`src/rtl/xroad_pkg.sv`:
```
package xroad_pkg;

   typedef enum logic [1:0] {
      PH_MAIN_GO   = 2'd0,
      PH_MAIN_WARN = 2'd1,
      PH_SIDE_GO   = 2'd2,
      PH_SIDE_WARN = 2'd3
   } phase_e;

   typedef struct packed {
      logic grn;
      logic yel;
      logic red;
   } lamp_t;

   localparam int unsigned NUM_PHASES = 4;

endpackage

```
`src/rtl/xroad_interval_timer.sv`:
```
module xroad_interval_timer #(
   parameter int unsigned SHORT_CYC = 3,
   parameter int unsigned LONG_CYC  = 8
) (
   input  logic clk,
   input  logic rst,
   input  logic restart,
   output logic short_done,
   output logic long_done
);
   localparam int unsigned CW = $clog2(LONG_CYC + 1);
   localparam logic [CW-1:0] SHORT_V = CW'(SHORT_CYC);
   localparam logic [CW-1:0] LONG_V  = CW'(LONG_CYC);

   logic [CW-1:0] cnt_q;

   // saturating dwell counter; the flags stay up until the next restart
   always_ff @(posedge clk) begin
      if (rst || restart) begin
         cnt_q <= '0;
      end else if (cnt_q != LONG_V) begin
         cnt_q <= cnt_q + 1'b1;
      end
   end

   assign short_done = (cnt_q >= SHORT_V);
   assign long_done  = (cnt_q == LONG_V);

endmodule

```
`src/rtl/xroad_phase_fsm.sv`:
```
module xroad_phase_fsm
   import xroad_pkg::*;
#(
   parameter bit ONE_HOT_STATE = 1'b1
) (
   input  logic   clk,
   input  logic   rst,
   input  logic   car,
   input  logic   short_done,
   input  logic   long_done,
   output phase_e phase,
   output logic   advance
);

   always_comb begin
      unique case (phase)
         PH_MAIN_GO:   advance = long_done & car;
         PH_MAIN_WARN: advance = short_done;
         PH_SIDE_GO:   advance = long_done | ~car;
         PH_SIDE_WARN: advance = short_done;
         default:      advance = 1'b0;
      endcase
   end

   generate
      if (ONE_HOT_STATE) begin : g_onehot
         logic [NUM_PHASES-1:0] hot_q;

         // the single set bit rotates forward on each phase change
         always_ff @(posedge clk) begin
            if (rst) begin
               hot_q <= NUM_PHASES'(1);
            end else if (advance) begin
               hot_q <= {hot_q[NUM_PHASES-2:0], hot_q[NUM_PHASES-1]};
            end
         end

         always_comb begin
            phase = PH_MAIN_GO;
            if (hot_q[1]) phase = PH_MAIN_WARN;
            if (hot_q[2]) phase = PH_SIDE_GO;
            if (hot_q[3]) phase = PH_SIDE_WARN;
         end
      end else begin : g_binary
         phase_e ph_q;

         always_ff @(posedge clk) begin
            if (rst) begin
               ph_q <= PH_MAIN_GO;
            end else if (advance) begin
               ph_q <= phase_e'(ph_q + 2'd1);
            end
         end

         assign phase = ph_q;
      end
   endgenerate

endmodule

```
`src/rtl/xroad_lamp_map.sv`:
```
module xroad_lamp_map
   import xroad_pkg::*;
(
   input  phase_e phase,
   output lamp_t  main_l,
   output lamp_t  side_l
);
   logic main_has_way;

   assign main_has_way = (phase == PH_MAIN_GO) || (phase == PH_MAIN_WARN);

   always_comb begin
      main_l.grn = (phase == PH_MAIN_GO);
      main_l.yel = (phase == PH_MAIN_WARN);
      main_l.red = ~main_has_way;
      side_l.grn = (phase == PH_SIDE_GO);
      side_l.yel = (phase == PH_SIDE_WARN);
      side_l.red = main_has_way;
   end

endmodule

```
`src/rtl/xroad_light_ctrl.sv`:
```
module xroad_light_ctrl
   import xroad_pkg::*;
#(
   parameter int unsigned SHORT_CYC     = 3,
   parameter int unsigned LONG_CYC      = 8,
   parameter bit          ONE_HOT_STATE = 1'b1
) (
   input  logic clk,
   input  logic rst,
   input  logic side_car,
   output logic main_grn,
   output logic main_yel,
   output logic main_red,
   output logic side_grn,
   output logic side_yel,
   output logic side_red,
   output logic tmr_restart
);

   generate
      if (SHORT_CYC < 1 || LONG_CYC <= SHORT_CYC) begin : g_bad_intervals
         initial $fatal(1, "xroad_light_ctrl: need 1 <= SHORT_CYC < LONG_CYC");
      end
   endgenerate

   phase_e phase;
   lamp_t  main_l;
   lamp_t  side_l;
   logic   short_done;
   logic   long_done;
   logic   advance;

   xroad_interval_timer #(
      .SHORT_CYC (SHORT_CYC),
      .LONG_CYC  (LONG_CYC)
   ) u_timer (
      .clk        (clk),
      .rst        (rst),
      .restart    (advance),
      .short_done (short_done),
      .long_done  (long_done)
   );

   xroad_phase_fsm #(
      .ONE_HOT_STATE (ONE_HOT_STATE)
   ) u_fsm (
      .clk        (clk),
      .rst        (rst),
      .car        (side_car),
      .short_done (short_done),
      .long_done  (long_done),
      .phase      (phase),
      .advance    (advance)
   );

   xroad_lamp_map u_lamps (
      .phase  (phase),
      .main_l (main_l),
      .side_l (side_l)
   );

   assign main_grn    = main_l.grn;
   assign main_yel    = main_l.yel;
   assign main_red    = main_l.red;
   assign side_grn    = side_l.grn;
   assign side_yel    = side_l.yel;
   assign side_red    = side_l.red;
   assign tmr_restart = advance;

endmodule

```
`config.mk`:
```
export PLATFORM = sky130hd
export DESIGN_NAME = xroad_light_ctrl
export DESIGN_NICKNAME = d
export VERILOG_FILES = /design/src/rtl/xroad_pkg.sv /design/src/rtl/xroad_interval_timer.sv /design/src/rtl/xroad_phase_fsm.sv /design/src/rtl/xroad_lamp_map.sv /design/src/rtl/xroad_light_ctrl.sv
export SDC_FILE = /design/constraint.sdc
export NUM_CORES = 1
export LEC_CHECK = 0
export ABC_AREA = 1
export CORE_MARGIN = 2
export CORE_UTILIZATION = 35
export CTS_CLUSTER_DIAMETER = 60
export CTS_CLUSTER_SIZE = 28
export DETAILED_ROUTE_END_ITERATION = 7
export PLACE_DENSITY = 0.65
export SKIP_CTS_REPAIR_TIMING = 1
export SYNTH_ARGS = -nofsm -noshare
export SYNTH_HDL_FRONTEND = slang
export SYNTH_SLANG_ARGS = --single-unit
export TNS_END_PERCENT = 20
```
`constraint.sdc`:
```
create_clock -name clk -period 2.7 [get_ports clk]
set_input_delay 0.54 -clock clk [delete_from_list [all_inputs] [get_ports clk]]
set_output_delay 0.54 -clock clk [all_outputs]
set_load 0.02 [all_outputs]
```
==> flow_summary_export.csv <==
group,metric,value,unit
critical_path,worstPathArrival,1.97,ns
synth,synth_warnings,0,
flow_run,drv_cap,0,
synth,syn_area,465,um2
floorplanning,start_util,36.7,%
floorplanning,io_pins,10,
sta,skew,0.00524,ns
routing,wl,784,um
place,io_buffers,9,
floorplanning,rows,13,
floorplanning,core-area,0.00127,mm2
grt,grt_pass1_vias,367,
clocking,clk_pin_slew,0.05,ns
sta,fmax,399,MHz
cells_and_area,n_antenna_cell,0,
routing,drc,0,
place,dp_hpwl,630,um
power,p_leak,0.268,nW
power,peakVddDrop,0.000319,V
routing,final_antenna_net_count,0,
routing,via_per_inst,4.53,
sta,slew_violations,0,
critical_path,cp-start-kind,"input pin",
critical_path,crit_type,"in -> out",
grt,grt_max_degree,9,
grt,gr-total-overflow,0,
critical_path,cp-end-kind,"primary output",
synth,ys_ff_latch,8,
cells_and_area,utilization,47.3,%
sta,worst_pin_slew,0.258,ns
sta,setup_tns,0,ns
critical_path,r2r_slack,1.24,ns
place,place_inst,83,
worst_hold_path,min_path_type,"reg -> reg",
clocking,numClockSinks,8,
grt,antenna_found_initial,0,
routing,drt_iter0_drc,5,
synth,netlist_instances,59,
grt,track_usage,14.7,%
outcome,status,"complete, no violations",
synth,seq_area_frac_synth,34.4,%
cells_and_area,layout.nets,78,
grt,grt_pass1_wl,1490,um
floorplanning,die-area,0.00164,mm2
sta,post-route-min-period,2.51,ns
clocking,h-tree-depth,1,
clocking,clock_path_buffers,2,
sta,rsz0062_at_grt,"no",
routing,num_vias,390,
power,power_density,847,mW/mm2
sta,max_slew_margin,82.7,%
cells_and_area,drive_above_1_share,22.5,%
synth,syn_nets,64,
floorplanning,die_height,40.5,um
routing,wl_per_cell,9.12,um
critical_path,crit_fanout,8,
clocking,cts_tree,"built",
place,finalWeightedCongestion,0.747,
routing,drt-pass1-iter-count,4,
cells_and_area,layout_common_cells,"9 x inv_1, 9 x clkdlybuf4s50_1, 8 x nand2_1, 8 x dfxtp_1, 7 x nand3_1",
floorplanning,dieWidth,40.5,um
cells_and_area,syn_to_final_growth,29.0,%
clocking,clock_latency,0.25,ns
synth,avgSynthCellArea,7.89,um2
clocking,cts_root_buf,"clkbuf_4",
clocking,cts_buffers,3,
sta,fin_crit_sh,92.8,%
cells_and_area,stdcell_count,86,
critical_path,required,2.16,ns
sta,hold_viol_final,0,
sta,finalSetupViolCount,0,
synth,ys_types,19,
## report_power, final
group / switching (W) / internal, W
Clock: 0.0000385 / 0.0000507
Sequential: 0.0000197 / 0.000141
Combinational: 0.000144 / 0.000115
Total: 0.000202 / 0.000307
## synth_stat cells, drive strengths merged
cell     n  area, um2
inv      9       33.8
nor2     6       25.0
nor3     4       40.0
xor2     2       17.5
clkbuf   1       3.75
nand2   11       53.8
a21oi    3       15.0
nand3b   1       11.3
ha       2       25.0
dfxtp    8        160
or2      1       8.76
nand3    8       45.0
o21ai    3       26.3
## per-stage QoR
stage | hold WS (ns) | total power (W) | instance area, um2 | worst slack (ns)
after floorplan | 0.452 | 0.000329 | 465 | 1.05
after global placement | 0.487 | 0.000423 | 578 | 0.202
after detailed placement | 0.488 | 0.000423 | 578 | 0.186
after CTS | 0.501 | 0.000517 | 601 | 0.178
after global routing | 0.547 | 0.000557 | 601 | 0.100
final | 0.501 | 0.000509 | 601 | 0.195
## sequential cells by signal, summed over array words and instances, names as in the netlist
name,flops
u_timer.cnt_q,4
u_fsm.g_onehot.hot_q,4
## kinds of logic (layout without fill, tap and decap cells)
logic type	count (synthesis)	count (layout)	share of synthesized area (%)
and+or+nand+nor	31	31	39.5
buffers and inverters	10	22	8.06
xor gates and xnor gates	2	2	3.76
adders and majority gates	2	2	5.38
DFF	8	8	34.4
AOI/OAI and AO/OA	6	6	8.87
## metal layers
metal	track usage [%]	vias up	part of all wire, %
met5	0	-	0
met3	5.00	2	3.1
met1	17.7	165	46
met4	12.5	0	2.4
li1	-	215	-
met2	20.6	8	48
## final timing paths
kind                            from                       to  cells past startpoint
max                         side_car              tmr_restart                      6
min          u_fsm.g_onehot.hot_q[0]  u_fsm.g_onehot.hot_q[1]                      2
max reg2reg         u_timer.cnt_q[0]  u_fsm.g_onehot.hot_q[0]                      7
min reg2reg  u_fsm.g_onehot.hot_q[0]  u_fsm.g_onehot.hot_q[1]                      2
## final cells by class
type	instances	area [um2]
sequential	8	160
clock buffer	3	22.5
timing repair buffer	10	97.6
multi-input combinational	41	268
tap	15	18.8
inverter	9	33.8
fill	123	668
## worst max-delay path, stage by stage
cell             delay (ns)
clkdlybuf4s50_1        0.48
nand3_1                0.08
nand2_1                0.07
nand2_2                0.11
nand2_4                0.08
clkdlybuf4s50_1        0.59
(Power assumes the default switching activity.)
